--- config.mk ---
export PLATFORM = sky130hd
export DESIGN_NAME = vol_att_engine
export DESIGN_NICKNAME = d
export VERILOG_FILES = /design/src/rtl/vae_pkg.sv /design/src/rtl/vae_scale.sv /design/src/rtl/vae_log_rom.sv /design/src/rtl/vol_att_engine.sv
export SDC_FILE = /design/constraint.sdc
export NUM_CORES = 1
export LEC_CHECK = 0
export BUFFER_PORTS_ARGS = -buffer_cell sky130_fd_sc_hd__buf_4
export CAP_MARGIN = 25
export CORE_MARGIN = 2
export CORE_UTILIZATION = 45
export CTS_BUF_LIST = sky130_fd_sc_hd__clkbuf_8
export DETAILED_ROUTE_END_ITERATION = 8
export HOLD_SLACK_MARGIN = 0.02
export REMOVE_ABC_BUFFERS = 1
export SLEW_MARGIN = 10
export SYNTH_ARGS = -nofsm -noshare
export SYNTH_HDL_FRONTEND = slang
export SYNTH_SLANG_ARGS = --single-unit
--- constraint.sdc ---
create_clock -name clk_i -period 14.5 [get_ports clk_i]
set_input_delay 2.9 -clock clk_i [delete_from_list [all_inputs] [get_ports clk_i]]
set_output_delay 2.9 -clock clk_i [all_outputs]
set_load 0.005 [all_outputs]
--- src/rtl/vae_pkg.sv ---
package vae_pkg;
  localparam int CH_LVL_W  = 7;
  localparam int MS_LVL_W  = 8;
  localparam int CODE_W    = 7;
  localparam int LUT_DEPTH = 1 << MS_LVL_W;
  localparam int CODE_MAX  = (1 << CODE_W) - 1;

  typedef enum logic [1:0] {
    K_CH_LVL  = 2'd0,
    K_CH_MUTE = 2'd1,
    K_MS_LVL  = 2'd2,
    K_MS_MUTE = 2'd3
  } req_kind_e;

  typedef enum logic [2:0] {
    ST_IDLE, ST_SCALE, ST_LOOK, ST_WR_LATCH, ST_WR_UPD
  } eng_state_e;

  // round(20*log10(255/x)): count rounding thresholds 255*10^(-(k-0.5)/20) >= x.
  // Thresholds held in 2^-28 fixed point, stepped by 10^(-1/20).
  function automatic logic [CODE_W-1:0] log_att(input int unsigned x);
    logic [63:0] t;
    logic [CODE_W-1:0] n;
    if (x == 0) return CODE_W'(CODE_MAX);
    t = 64'd64621950016;
    n = '0;
    for (int k = 0; k < CODE_MAX; k++) begin
      if ((64'(x) << 28) <= t) n = n + 1'b1;
      t = (t * 64'd239243352) >> 28;
    end
    return n;
  endfunction
endpackage

--- src/rtl/vae_scale.sv ---
module vae_scale
  import vae_pkg::*;
(
  input  logic                clk_i,
  input  logic                rst_ni,
  input  logic [CH_LVL_W-1:0] ch_lvl_i,
  input  logic                ch_mute_i,
  input  logic [MS_LVL_W-1:0] ms_lvl_i,
  input  logic                ms_mute_i,
  output logic [MS_LVL_W-1:0] idx_o,
  output logic                mute_o
);
  localparam int PROD_W = CH_LVL_W + MS_LVL_W;
  localparam int DIV    = (1 << CH_LVL_W) - 1;

  logic [PROD_W-1:0] prod, quot;

  always_comb begin
    prod = PROD_W'(ch_lvl_i) * PROD_W'(ms_lvl_i);
    quot = prod / PROD_W'(DIV);
  end

  always_ff @(posedge clk_i or negedge rst_ni) begin
    if (!rst_ni) begin
      idx_o  <= '0;
      mute_o <= 1'b1;
    end else begin
      idx_o  <= quot[MS_LVL_W-1:0];
      mute_o <= ch_mute_i | ms_mute_i;
    end
  end
endmodule

--- src/rtl/vae_log_rom.sv ---
module vae_log_rom
  import vae_pkg::*;
(
  input  logic                clk_i,
  input  logic                rst_ni,
  input  logic [MS_LVL_W-1:0] idx_i,
  input  logic                mute_i,
  output logic [CODE_W-1:0]   code_o
);
  logic [CODE_W-1:0] rom [LUT_DEPTH];

  for (genvar x = 0; x < LUT_DEPTH; x++) begin : g_ent
    localparam logic [CODE_W-1:0] VAL = log_att(x);
    assign rom[x] = VAL;
  end

  always_ff @(posedge clk_i or negedge rst_ni) begin
    if (!rst_ni) code_o <= '0;
    else if (mute_i) code_o <= '0;
    else code_o <= CODE_W'(CODE_MAX) - rom[idx_i];
  end
endmodule

--- src/rtl/vol_att_engine.sv ---
module vol_att_engine
  import vae_pkg::*;
#(
  parameter int NUM_CH = 8,
  parameter int ADDR_W = 7,
  parameter int DATA_W = 9,
  localparam int IDX_W = $clog2(NUM_CH)
) (
  input  logic              clk_i,
  input  logic              rst_ni,
  input  logic              req_valid_i,
  output logic              req_ready_o,
  input  logic [1:0]        req_kind_i,
  input  logic [IDX_W-1:0]  req_idx_i,
  input  logic [MS_LVL_W-1:0] req_data_i,
  output logic              wr_valid_o,
  input  logic              wr_ready_i,
  output logic [ADDR_W-1:0] wr_addr_o,
  output logic [DATA_W-1:0] wr_data_o
);
  localparam int CH_MAX = (1 << CH_LVL_W) - 1;
  localparam logic [DATA_W-1:0] UPD_FLAGS = DATA_W'(9'h180);

  eng_state_e state;
  logic [CH_LVL_W-1:0] ch_lvl  [NUM_CH];
  logic                ch_mute [NUM_CH];
  logic [MS_LVL_W-1:0] ms_lvl  [2];
  logic                ms_mute [2];
  logic [IDX_W-1:0]    cur_ch;
  logic                fan;
  logic                chg, last;
  logic                side;
  logic [MS_LVL_W-1:0] sc_idx;
  logic                sc_mute;
  logic [CODE_W-1:0]   code;

  assign side = req_idx_i[0];
  assign last = (int'(cur_ch) + 2) >= NUM_CH;

  always_comb begin
    chg = 1'b0;
    case (req_kind_i)
      K_CH_LVL:  chg = (int'(req_data_i) <= CH_MAX) &&
                       (req_data_i[CH_LVL_W-1:0] != ch_lvl[req_idx_i]);
      K_CH_MUTE: chg = req_data_i[0] != ch_mute[req_idx_i];
      K_MS_LVL:  chg = req_data_i != ms_lvl[side];
      default:   chg = req_data_i[0] != ms_mute[side];
    endcase
  end

  always_ff @(posedge clk_i or negedge rst_ni) begin
    if (!rst_ni) begin
      state  <= ST_IDLE;
      cur_ch <= '0;
      fan    <= 1'b0;
      for (int i = 0; i < NUM_CH; i++) begin
        ch_lvl[i]  <= '0;
        ch_mute[i] <= 1'b1;
      end
      for (int i = 0; i < 2; i++) begin
        ms_lvl[i]  <= '0;
        ms_mute[i] <= 1'b1;
      end
    end else begin
      case (state)
        ST_IDLE: if (req_valid_i && chg) begin
          state <= ST_SCALE;
          case (req_kind_i)
            K_CH_LVL:  ch_lvl[req_idx_i]  <= req_data_i[CH_LVL_W-1:0];
            K_CH_MUTE: ch_mute[req_idx_i] <= req_data_i[0];
            K_MS_LVL:  ms_lvl[side]       <= req_data_i;
            default:   ms_mute[side]      <= req_data_i[0];
          endcase
          fan    <= req_kind_i[1];
          cur_ch <= req_kind_i[1] ? IDX_W'(side) : req_idx_i;
        end
        ST_SCALE:    state <= ST_LOOK;
        ST_LOOK:     state <= ST_WR_LATCH;
        ST_WR_LATCH: if (wr_ready_i) state <= ST_WR_UPD;
        ST_WR_UPD: if (wr_ready_i) begin
          if (fan && !last) begin
            cur_ch <= cur_ch + IDX_W'(2);
            state  <= ST_SCALE;
          end else begin
            state <= ST_IDLE;
          end
        end
        default: state <= ST_IDLE;
      endcase
    end
  end

  vae_scale u_scale (
    .clk_i     (clk_i),
    .rst_ni    (rst_ni),
    .ch_lvl_i  (ch_lvl[cur_ch]),
    .ch_mute_i (ch_mute[cur_ch]),
    .ms_lvl_i  (ms_lvl[cur_ch[0]]),
    .ms_mute_i (ms_mute[cur_ch[0]]),
    .idx_o     (sc_idx),
    .mute_o    (sc_mute)
  );

  vae_log_rom u_rom (
    .clk_i  (clk_i),
    .rst_ni (rst_ni),
    .idx_i  (sc_idx),
    .mute_i (sc_mute),
    .code_o (code)
  );

  assign req_ready_o = state == ST_IDLE;
  assign wr_valid_o  = (state == ST_WR_LATCH) || (state == ST_WR_UPD);
  assign wr_addr_o   = ADDR_W'(cur_ch);
  assign wr_data_o   = (state == ST_WR_UPD) ? (DATA_W'(code) | UPD_FLAGS) : DATA_W'(code);
endmodule

* Word level (Yosys, flattened, before mapping) *
Memory sizes are Yosys's and may differ from the RTL's.
Index checks and enable logic that the tools add are counted.

word-level totals
  flip-flop bits (word level) = 105
  latch bits = 0
  memory bits (writable) = 0
  ROM bits = 1,792
  bits of input ports = 17
  output and inout bits = 18
  logic and storage cells = 131
  memories kept = 1

cells by class
  add/subtract/negate cells = 3
  $mul = 1
  divide/modulo/power cells = 1
  $lt $le $gt $ge = 9
  equal/unequal tests = 14
  shift operators = 0
  muxes and demuxes = 51
  bitwise operators = 7
  reduce and logical (&&, ||, !) cells = 18

memory list
  memory           depth  bits a word  read ports  clocked after memory_dff  wr ports  RTL line           RTL
  (no name shown)  256    7            1           0                         0         vae_log_rom.sv:20  else code_o <= CODE_W'(CODE_MAX) - rom[idx_i];

operators by type and width
  kind                                                                    number
  56-bit bitwise mux                                                      1
  7-bit two-way mux                                                       8
  8-bit two-way mux                                                       7
  7-bit binary-select mux with 3-bit select                               2
  7-bit demux with 3-bit select                                           1
  3-bit two-way mux                                                       7
  16-bit bitwise mux                                                      1
  15-bit by 7-bit divider with 15-bit output (second input constant)      1
  7-bit by 8-bit multiplier with 15-bit output                            1
  3-bit one-hot mux with 5 select lines                                   1
  3-bit AND reduction                                                     5
  1-bit two-way mux                                                       13
  4-bit >= comparator (second input constant)                             3
  9-bit >= comparator (second input constant)                             1
  9-bit two-way mux                                                       1
  8-bit NOT with 9-bit output                                             1
  8-bit bitwise mux                                                       1
  8-bit demux with 1-bit select                                           1
  8-bit by 7-bit <= comparator with 1-bit output (second input constant)  1
  8-bit != test                                                           1
  3-bit NOT with 4-bit output                                             2
  7-bit != test                                                           1
  7-bit subtractor (first input constant)                                 1
  1-bit binary-select mux with 3-bit select                               2
  other kinds (30)                                                        40

* Logic depth before layout (Yosys ltp) *
Gate-level depths: netlist of the first run.

  depth after elaboration = 10
  mapped depth = 40
  mapped depth without buffers = 33

* Cells and area by module *
A second synthesis of the first run with hierarchy kept.

unflattened totals
  cell total of the unflattened synthesis = 1,016
  area, all modules = 10,452.5 um^2

modules (own cells, without submodules)
  module          instances  cells an instance  area an instance (um^2)
  vol_att_engine  1          388                5,242.5
  vae_scale       1          517                4,317.9
  vae_log_rom     1          111                892.1

* Worst setup path after synthesis of the first run *
Ideal clock, no wire load.

  path type = flip-flop to flip-flop
  from = register cur_ch[0]
  to = register u_scale.idx_o[0]
  setup time = 0.131 ns
  arrival time = 10.334 ns
  data required time = 14.369 ns
  path slack = 4.034 ns
  cell stages (with the launch flop) = 38
  buffers on the path = 6
  clock period less this slack = 10.466 ns
  cell sequence = dfrtp_1 > clkbuf_1 > clkbuf_1 > clkbuf_1 > mux2i_1 > nor2_1 > fa_1 > inv_1 > fa_1 > inv_1 > fa_1 > inv_1 > fa_1 > inv_1 > ha_1 > o211a_1 > a21boi_2 > nor3_2 > [2 not listed] > or3_4 > a32o_1 > buf_6 > or3_1 > buf_2 > or4_4 > o211a_1 > nor4_4 > nor4_2 > nand2_1 > o32ai_1 > or2_1 > buf_6 > or3_4 > nor3_4 > xnor2_1 > o22ai_1 > or3_1

between the ends
  longest elaborated chain between the ends = 6
  elaborated cells between the ends (all ways) = 10
  classes of those cells = 1 x mul; 1 x div; 6 x mux; 2 x bitwise

ends and longest elaborated chain
  element                                                                                                  RTL line                                    RTL
  start, declared                                                                                          vol_att_engine.sv:29                        logic [IDX_W-1:0] cur_ch;
  start signal, assigned                                                                                   vol_att_engine.sv:75                        cur_ch <= req_kind_i[1] ? IDX_W'(side) : req_idx_i;
  start signal, assigned                                                                                   vol_att_engine.sv:82                        cur_ch <= cur_ch + IDX_W'(2);
  3-bit NOT with 4-bit output (implied by the code) / 1-bit NOT with 2-bit output (equally long branches)  vol_att_engine.sv:96, vol_att_engine.sv:98
  7-bit binary-select mux with 3-bit select / 8-bit two-way mux (equally long branches)                    vol_att_engine.sv:96, vol_att_engine.sv:98
  7-bit two-way mux (implied by the code) / 8-bit two-way mux (equally long branches) (2 in series)        vol_att_engine.sv:96, vol_att_engine.sv:98
  7-bit by 8-bit multiplier with 15-bit output (*)                                                         vae_scale.sv:19                             prod = PROD_W'(ch_lvl_i) * PROD_W'(ms_lvl_i);
  15-bit by 7-bit divider with 15-bit output (*)                                                           vae_scale.sv:20                             quot = prod / PROD_W'(DIV);
  named net u_scale.quot[0]                                                                                vae_scale.sv:16                             logic [PROD_W-1:0] prod, quot;
  end signal, assigned                                                                                     vae_scale.sv:28                             idx_o <= quot[MS_LVL_W-1:0];
  end, declared                                                                                            vae_scale.sv:10                             output logic [MS_LVL_W-1:0] idx_o,

The timed path passes the listed nets; every way through them passes the cells marked *. The select of a mux whose other input is x is not followed.
A chain may end at the register's enable or synchronous reset.

* Worst setup path after layout of the first run *
Same ends and word-level chain as after synthesis.

==> impl_metrics.py, run 1 <==
metrics = {
    "clocking": {
        "cts_buffer_depth": 2,
        "path_clk_slew_ns": 0.10,
        "postCtsResizedCells": 0,
        "root_buffer": "clkbuf_8",
        "cts_tree": "yes",
        "clkSinkCount": 105,
        "clk_latency_ns": 0.39,
        "cts_buffers": 9,
        "post_cts_buffers": 0,
        "cts_hold_buf": 0,
        "htreeDepth": 3,
    },
    "floorplan": {
        "core_sq_um": 21000,
        "num_rows": 53,
        "boundaryPins": 35,
        "dieWidth_um": 150,
        "die-area_sq_um": 22400,
        "fp.dieH_um": 150,
        "start_util": 0.457,
    },
    "critical_path": {
        "startpoint_type": "flip-flop",
        "cpPeakStageDelay_ns": 0.97,
        "path_max_fanout": 27,
        "cp_slowest_cell": "dfrtp_2",
        "crit_required_ns": 14.76,
        "crit_arrival_ns": 11.82,
        "worst_setup_path_end_kind": "flip-flop",
        "worstSetupPathType": "flip-flop to flip-flop",
    },
    "sta": {
        "period_share": 0.797,
        "fin_skew_ns": 0.0168,
        "worst_slew_pin_slew_ns": 0.982,
        "setup_viol": 0,
        "slew_headroom": 0.327,
        "max_freq_ghz": 0.0865,
        "hold_viol_final": 0,
        "whs_ns": 0.497,
        "rsz0062_at_grt": "false",
        "setup_tns_ns": 0,
        "report.final.slew_viol_count": 0,
        "min_period_ns": 11.56,
    },
    "logic_synthesis": {
        "yosysMostFrequentCell": "nor2_1",
        "yosys-top-cells-area": "dfrtp_1 (25%), mux2_2 (9.9%), fa_1 (6.1%), ha_1 (5.8%), mux4_2 (5.7%)",
        "synthTopCellsByCount": "nor2_1 (113), dfrtp_1 (94), mux2_2 (84), a21oi_1 (51), nand2_1 (51)",
        "yosysTopAreaCell": "dfrtp_1",
        "synth_seq_cells": 105,
        "ys_warn_count": 0,
        "ys_types": 94,
        "seq_area_frac_synth": 0.276,
        "avgSynthCellArea_sq_um": 9.61,
        "synth_edf_count": 0,
        "syn-instance-count": 995,
        "async_flop_share": 1.00,
        "synth-main-ff-cell": "dfrtp_1",
        "synth_top_cell_area_share": 0.246,
        "netlist_area_sq_um": 9570,
    },
    "place": {
        "gp_congestion": 0.886,
        "hpwlAfterDp_um": 17100,
        "port_buffers": 30,
        "post_dp_cell_area_sq_um": 9960,
    },
    "cells_and_area": {
        "ff_latch_area_sq_um": 2640,
        "syn2layout_area_growth_pct": 6.29,
        "multiInputGateArea_sq_um": 6520,
        "n_fill_cell": 2004,
        "fin_area_sq_um": 10200,
        "finalNetCount": 1086,
        "antenna-diode-count": 0,
        "drive_gt1_frac": 0.227,
    },
    "pwr": {
        "powerDensity_nw_per_um2": 131,
        "irDropWorstVdd_v": 0.0000538,
        "power.leakage_nw": 4.52,
    },
    "grt": {
        "grtUsageTotal": 0.213,
        "grt_max_degree": 75,
        "grt.overflow.total": 0,
        "antenna_found_initial": 0,
        "grt_pass1_wl_um": 38400,
        "grt_pass1_vias": 7373,
    },
    "route": {
        "num_vias": 7685,
        "drt_iter0_markers": 384,
        "drt_pass1_iterations": 5,
        "wl_per_cell_um": 18.1,
        "drc": 0,
        "wl_um": 23200,
        "viasPerCell": 6.02,
        "antenna_left": 0,
    },
    "outcome": {
        "status": "finished, final reports clean",
    },
    "flow_run": {
        "maxCapViolCount": 0,
    },
    "min_path": {
        "hold_path_class": "flip-flop to flip-flop",
    },
}
cell type report:
class,instances,share of cell area
Multi-Input combinational cell,794,0.641
Clock inverter,7,0.00603
Timing Repair Buffer,37,0.0285
Tap cell,275,0.0338
Sequential cell,105,0.260
Clock buffer,9,0.0122
Inverter,49,0.0181
state kept, by name, summed over array words and instances (netlist names):
signal / flops
fan: 1
ms_mute: 2
u_scale.mute_o: 1
state: 3
u_scale.idx_o: 8
ch_lvl: 56
ms_lvl: 16
u_rom.code_o: 7
ch_mute: 8
cur_ch: 3
where the power goes:
group	internal, mW	switching [mW]	leakage [nW]	total [mW]
combinational	0.300	0.391	3.04	0.691
sequential	0.370	0.0933	1.37	0.464
clock	0.0662	0.113	0.0989	0.179
through the flow:
stage                     utilization  std cells  worst slack (ns)  power [mW]
after floorplan                     -        948              4.08       0.957
after global placement          0.475       1258              3.25        1.15
after detailed placement        0.475       1258              3.04        1.16
after CTS                       0.484       1274              2.98        1.34
after global routing            0.485       1276              1.93        1.45
final                           0.485       1276              2.94        1.33
worst max-delay path: cells and delay by family (launching register included):
kind	cells	cell delay [ns]
and+or+nand+nor	8	2.26
adders and majority gates	5	2.43
xor gates and xnor gates	1	0.23
AOI/OAI and AO/OA	10	3.85
DFF	1	0.97
buffers and inverters	4	0.19
muxes	3	1.51
placed cells by master, fill, tap and decap left out, types with 5 or more instances in the layout:
cell type / instances
a211oi_1: 5
a21o_1: 6
a21oi_1: 51
a221oi_1: 5
a22oi_1: 9
a311oi_1: 5
a31oi_1: 14
and2_1: 7
and3_1: 9
buf_4: 35
clkbuf_8: 9
dfrtp_1: 93
dfstp_2: 11
fa_1: 29
ha_1: 44
inv_1: 48
mux2_2: 84
mux2i_1: 37
mux4_2: 24
nand2_1: 51
nand3_1: 21
nand4_1: 13
nor2_1: 113
nor2b_1: 7
nor3_1: 21
nor4_1: 6
o211ai_1: 10
o21a_1: 8
o21ai_0: 42
o22ai_1: 5
or2_2: 20
or3_1: 9
xnor2_1: 19
xor2_1: 20
worst paths after layout:
check                                      startpoint                         end  slack [ns]  cells past startpoint
worst max register to register  cur_ch[0]$_DFFE_PN0P_  u_scale.idx_o[0]$_DFF_PN0_        2.94                     31
max in group asynchronous                      rst_ni      ch_mute[5]$_DFFE_PN1P_       10.97                      3
worst min-delay path                  fan$_DFFE_PN0P_             fan$_DFFE_PN0P_        0.50                      1
worst min register to register        fan$_DFFE_PN0P_             fan$_DFFE_PN0P_        0.50                      1
worst max-delay path            cur_ch[0]$_DFFE_PN0P_  u_scale.idx_o[0]$_DFF_PN0_        2.94                     31
min in group asynchronous                      rst_ni  u_scale.idx_o[2]$_DFF_PN0_        2.45                      1
kinds of logic after synthesis:
kind of cell	count (synthesis)	synth area share
other cells	1	0.000392
compound gates	224	0.163
flops	105	0.276
mux	145	0.194
buf+inv	99	0.0433
xor+xnor	40	0.0374
simple gates	307	0.166
fa+ha+maj	74	0.119
routing by layer:
metal | share of wire | wire length [um] | track usage
met2 | 0.47 | 10900 | 0.345
met4 | 0.018 | 409 | 0.0580
met3 | 0.047 | 1080 | 0.0329
met5 | 0 | 0 | 0
met1 | 0.46 | 10800 | 0.296
No activity file was read; power rests on OpenSTA's default activity.
==> run 2: changes to the inputs <==
==> constraint.sdc (replaced) <==
create_clock -name clk_i -period 9.6 [get_ports clk_i]
set_input_delay 1.92 -clock clk_i [delete_from_list [all_inputs] [get_ports clk_i]]
set_output_delay 1.92 -clock clk_i [all_outputs]
set_load 0.005 [all_outputs]
==> impl_metrics.py, run 2 (synthesized netlist as in run 1, its figures left out) <==
metrics = {
    "sta": {
        "setup_viol": 0,
        "report.final.slew_viol_count": 0,
        "slew_headroom": 0.359,
        "max_freq_ghz": 0.106,
        "rsz0062_at_grt": "true",
        "worst_slew_pin_slew_ns": 0.958,
        "fin_ws_ns": 0.188,
        "hold_viol_final": 0,
        "period_share": 0.980,
        "fin_skew_ns": 0.0245,
        "setup_tns_ns": 0,
        "min_period_ns": 9.41,
    },
    "place": {
        "place_ws_ns": -0.107,
        "hpwlAfterDp_um": 18100,
        "port_buffers": 30,
        "gp_congestion": 0.896,
    },
    "critical_path": {
        "cpMostUsedCell": "buf_4",
        "cp_slowest_cell": "fa_1",
        "crit_required_ns": 9.88,
        "path_max_fanout": 5,
        "worst_setup_path_end_kind": "flip-flop",
        "startpoint_type": "flip-flop",
        "worstSetupPathType": "flip-flop to flip-flop",
        "cpPeakStageDelay_ns": 0.55,
        "crit_arrival_ns": 9.69,
    },
    "pwr": {
        "power.leakage_nw": 5.10,
        "powerDensity_nw_per_um2": 203,
        "irDropWorstVdd_v": 0.000106,
    },
    "clocking": {
        "path_clk_slew_ns": 0.11,
        "clkSinkCount": 105,
        "cts_buffers": 9,
        "cts_hold_buf": 0,
        "cts_tree": "yes",
        "root_buffer": "clkbuf_8",
        "htreeDepth": 3,
        "clk_latency_ns": 0.41,
        "cts_buffer_depth": 2,
    },
    "cells_and_area": {
        "reg_top3": "ch_lvl x56, ms_lvl x16",
        "final_cell_mix": "buf_4 (138), nor2_1 (108), dfrtp_1 (92)",
        "syn2layout_area_growth_pct": 21.3,
        "finalNetCount": 1195,
        "final_common_cell": "buf_4",
        "antenna-diode-count": 0,
        "n_fill_cell": 1873,
        "top_register": "ch_lvl",
        "drive_gt1_frac": 0.370,
        "largest_reg_flops": 56,
    },
    "route": {
        "drt_pass1_iterations": 5,
        "num_vias": 8223,
        "antenna_left": 0,
        "wl_per_cell_um": 18.1,
        "drc": 0,
        "drt_iter0_markers": 447,
        "wl_um": 25000,
        "viasPerCell": 5.94,
    },
    "floorplan": {
        "boundaryPins": 35,
        "die-area_sq_um": 22400,
        "start_util": 0.457,
        "num_rows": 53,
        "fp.dieH_um": 150,
        "core_sq_um": 21000,
        "dieWidth_um": 150,
    },
    "grt": {
        "grt_pass1_vias": 7690,
        "grtUsageTotal": 0.221,
        "grt_max_degree": 68,
        "grt_pass1_wl_um": 39900,
        "grt.overflow.total": 0,
        "antenna_found_initial": 0,
    },
    "min_path": {
        "hold_path_class": "flip-flop to flip-flop",
    },
    "outcome": {
        "status": "finished, final reports clean",
    },
    "flow_run": {
        "maxCapViolCount": 0,
    },
}
run 2: cell count changes in the layout (fill, tap and decap cells not counted), moves of 5 or more:
cell	delta
mux2i_1	-10
buf_4	+103
buf_6	+6
mux2i_4	+7
ha_1	-6
nor3_2	+5
nor2_1	-5
nor3_1	-6
run 2: repair_timing:
action                                  in CTS  in global routing
gates resized for setup                     11                103
pin swaps                                    2                 45
endpoints found under the hold margin        0                  0
endpoints found under the setup margin       1                  2
setup buffers                                0                 21
gates cloned                                 0                  1
run 2: final timing paths:
path	startpoint	endpoint	slack [ns]	cells after the start
max	cur_ch[0]$_DFFE_PN0P_	u_scale.idx_o[0]$_DFF_PN0_	0.19	38
min in group asynchronous	rst_ni	u_rom.code_o[3]$_DFF_PN0_	1.48	1
max in group asynchronous	rst_ni	cur_ch[2]$_DFFE_PN0P_	6.82	2
min reg2reg	fan$_DFFE_PN0P_	fan$_DFFE_PN0P_	0.50	1
max reg2reg	cur_ch[0]$_DFFE_PN0P_	u_scale.idx_o[0]$_DFF_PN0_	0.19	38
min	fan$_DFFE_PN0P_	fan$_DFFE_PN0P_	0.50	1
run 2: cell type report:
type | count | area [sq um] | share of cell area
well taps | 275 | 344 | 0.0297
repair buffers | 146 | 1150 | 0.0990
clock inverters | 7 | 66.3 | 0.00572
inverters | 49 | 184 | 0.0159
clock buffers | 9 | 124 | 0.0107
flip-flops and latches | 105 | 2640 | 0.228
multi-input cells | 794 | 7090 | 0.611
run 2: layer usage:
layer	track usage	wire, um
met4	0.0495	388
met5	0	0
met2	0.361	12200
met1	0.312	11400
met3	0.0302	1010
run 2: through the flow:
step | hold slack, ns | power (mW) | utilization | instances | cell area (sq um)
floorplan | 0.450 | 1.45 | - | 948 | 9350
global placement | 0.475 | 1.89 | 0.508 | 1348 | 10600
detailed placement | 0.476 | 1.91 | 0.508 | 1348 | 10600
CTS | 0.501 | 2.21 | 0.520 | 1364 | 10900
global route | 0.521 | 2.54 | 0.554 | 1385 | 11600
finish | 0.504 | 2.36 | 0.554 | 1385 | 11600
run 2: worst max-delay path, delay by kind of cell (launching register included):
family / cells / cell delay, ns
AOI/OAI and AO/OA: 12 / 2.45
DFF: 1 / 0.49
and+or+nand+nor: 8 / 1.93
adders and majority gates: 5 / 2.29
buffers and inverters: 10 / 1.25
muxes: 3 / 0.87
run 2: report_power, final:
| group | internal [mW] | switching, mW | leakage [nW] |
|---|---|---|---|
| Combinational | 0.669 | 0.744 | 3.62 |
| Sequential | 0.561 | 0.109 | 1.37 |
| Clock | 0.101 | 0.175 | 0.101 |
==> run 3: changes to the inputs <==
--- a/config.mk
+++ b/config.mk
@@ -8,10 +8,11 @@
 export BUFFER_PORTS_ARGS = -buffer_cell sky130_fd_sc_hd__buf_4
 export CAP_MARGIN = 25
 export CORE_MARGIN = 2
-export CORE_UTILIZATION = 45
-export CTS_BUF_LIST = sky130_fd_sc_hd__clkbuf_8
+export CORE_UTILIZATION = 50
+export CTS_BUF_LIST = sky130_fd_sc_hd__clkbuf_16
 export DETAILED_ROUTE_END_ITERATION = 8
 export HOLD_SLACK_MARGIN = 0.02
+export PLACE_DENSITY = 0.69
 export REMOVE_ABC_BUFFERS = 1
 export SLEW_MARGIN = 10
 export SYNTH_ARGS = -nofsm -noshare
==> impl_metrics.py, run 3 (synthesized netlist as in run 1, its figures left out) <==
metrics = {
    "outcome": {
        "status": "finished, final reports clean",
    },
    "sta": {
        "worst_slew_pin_slew_ns": 0.959,
        "setup_viol": 0,
        "period_share": 0.989,
        "fin_ws_ns": 0.103,
        "max_freq_ghz": 0.105,
        "fin_skew_ns": 0.0160,
        "hold_viol_final": 0,
        "rsz0062_at_grt": "true",
        "slew_headroom": 0.358,
        "whs_ns": 0.483,
        "report.final.slew_viol_count": 0,
        "min_period_ns": 9.50,
    },
    "critical_path": {
        "cpMostUsedCell": "fa_1",
        "cp_slowest_cell": "fa_1",
        "rr_endpoint": "u_scale.idx_o[0]$_DFF_PN0_",
        "path_max_fanout": 5,
        "worst_setup_path_end_kind": "flip-flop",
        "r2r_start": "cur_ch[0]$_DFFE_PN0P_",
        "crit_arrival_ns": 9.73,
        "rr_worst_depth": 35,
        "worstSetupPathType": "flip-flop to flip-flop",
        "startpoint_type": "flip-flop",
        "crit_required_ns": 9.84,
        "rrSetupSlack_ns": 0.10,
        "cpPeakStageDelay_ns": 0.57,
    },
    "cells_and_area": {
        "largest_reg_flops": 56,
        "final_cell_mix": "buf_4 (129), nor2_1 (107), dfrtp_1 (92)",
        "antenna-diode-count": 0,
        "top_register": "ch_lvl",
        "ff_latch_area_sq_um": 2640,
        "syn2layout_area_growth_pct": 19.3,
        "n_fill_cell": 1556,
        "drive_gt1_frac": 0.345,
        "finish.utilization": 0.608,
        "multiInputGateArea_sq_um": 6940,
        "finalNetCount": 1182,
        "reg_top3": "ch_lvl x56, ms_lvl x16",
        "final_common_cell": "buf_4",
    },
    "grt": {
        "grt_pass1_wl_um": 39600,
        "grt.overflow.total": 0,
        "antenna_found_initial": 0,
        "grt_pass1_vias": 7932,
        "grtUsageTotal": 0.241,
        "grt_max_degree": 64,
    },
    "floorplan": {
        "fp.dieH_um": 142,
        "num_rows": 50,
        "die-area_sq_um": 20300,
        "start_util": 0.510,
        "core_sq_um": 18800,
        "dieWidth_um": 142,
        "boundaryPins": 35,
    },
    "route": {
        "wl_per_cell_um": 18.7,
        "antenna_left": 0,
        "wl_um": 24900,
        "drt_iter0_markers": 497,
        "num_vias": 8249,
        "viasPerCell": 6.20,
        "drt_pass1_iterations": 4,
        "drc": 0,
    },
    "clocking": {
        "cts_buffer_depth": 2,
        "htreeDepth": 3,
        "path_clk_slew_ns": 0.08,
        "clkSinkCount": 105,
        "cts_tree": "yes",
        "cts_buffers": 9,
        "clk_latency_ns": 0.36,
        "root_buffer": "clkbuf_16",
        "cts_hold_buf": 0,
    },
    "place": {
        "port_buffers": 30,
        "gp_congestion": 0.887,
        "place_ws_ns": -0.190,
        "hpwlAfterDp_um": 17600,
    },
    "pwr": {
        "irDropWorstVdd_v": 0.000120,
        "power.leakage_nw": 5.09,
        "intPower_mw": 1.41,
        "netSwitchingPower_mw": 1.04,
        "switching_share": 0.424,
        "powerDensity_nw_per_um2": 214,
        "clkPwrFrac": 0.151,
        "seqPwrFrac": 0.277,
        "p_comb_frac": 0.572,
        "power_mw": 2.44,
    },
    "min_path": {
        "hold_path_class": "flip-flop to flip-flop",
        "min_to": "fan$_DFFE_PN0P_",
        "whs_path_depth": 1,
        "min-delay-start": "fan$_DFFE_PN0P_",
    },
    "flow_run": {
        "maxCapViolCount": 0,
    },
}
-- run 3: cell count changes in the layout (fill, tap and decap cells not counted), sizes merged --
cell,change
buf,-13
clkinv,+1
inv,-1
-- run 3: worst max-delay path: cells and delay by family (launching register included) --
kind / cells / cell delay [ns]
compound gates: 5 / 1.04
xor+xnor: 1 / 0.14
fa+ha+maj: 5 / 2.34
buf+inv: 7 / 0.68
flops: 1 / 0.43
mux: 2 / 0.74
simple gates: 15 / 3.99
-- run 3: how the worst max path moves through the flow --
stage	slack (ns)	startpoint	endpoint
after detailed placement	-0.19	cur_ch[0]$_DFFE_PN0P_	u_scale.idx_o[0]$_DFF_PN0_
final	0.10	cur_ch[0]$_DFFE_PN0P_	u_scale.idx_o[0]$_DFF_PN0_
after CTS	0.005	cur_ch[0]$_DFFE_PN0P_	u_scale.idx_o[0]$_DFF_PN0_
after floorplan	-0.82	cur_ch[0]$_DFFE_PN0P_	u_scale.idx_o[0]$_DFF_PN0_
after global placement	0.02	cur_ch[0]$_DFFE_PN0P_	u_scale.idx_o[0]$_DFF_PN0_
after global routing	-0.23	cur_ch[0]$_DFFE_PN0P_	u_scale.idx_o[0]$_DFF_PN0_
-- run 3: layout make-up --
class / instances / share of cell area
multi-input cells: 794 / 0.609
clock inverters: 7 / 0.00647
well taps: 234 / 0.0257
flip-flops and latches: 105 / 0.232
repair buffers: 133 / 0.0916
inverters: 49 / 0.0161
clock buffers: 9 / 0.0197
-- run 3: power groups by stage --
stage               registers [mW]  clock network (mW)  logic, mW
floorplan                    0.666                   0      0.780
global placement             0.666                   0       1.20
detailed placement           0.670                   0       1.21
CTS                          0.670               0.375       1.24
global route                 0.695               0.391       1.53
finish                       0.678               0.368       1.40
-- run 3: timing repair --
| action | 4_1_cts | 5_1_grt |
|---|---|---|
| setup endpoints to repair | 1 | 2 |
| setup buffers | 1 | 23 |
| pin swaps | 1 | 48 |
| gates resized for setup | 10 | 76 |
| cloned | 0 | 1 |
-- run 3: metrics by stage --
step,instance area [sq um],instances,setup TNS (ns)
6_report,11400,1331,0
5_1_grt,11400,1331,-0.229
4_1_cts,10800,1307,0
3_5_place_dp,10500,1290,-0.190
3_3_place_gp,10500,1290,0
2_1_floorplan,9350,948,-1.28
-- run 3: routing by layer --
layer | wire (um) | track usage | share of wire
met4 | 535 | 0.0672 | 0.021
met1 | 11200 | 0.334 | 0.45
met3 | 1160 | 0.0414 | 0.046
met5 | 0 | 0 | 0
met2 | 12100 | 0.392 | 0.48
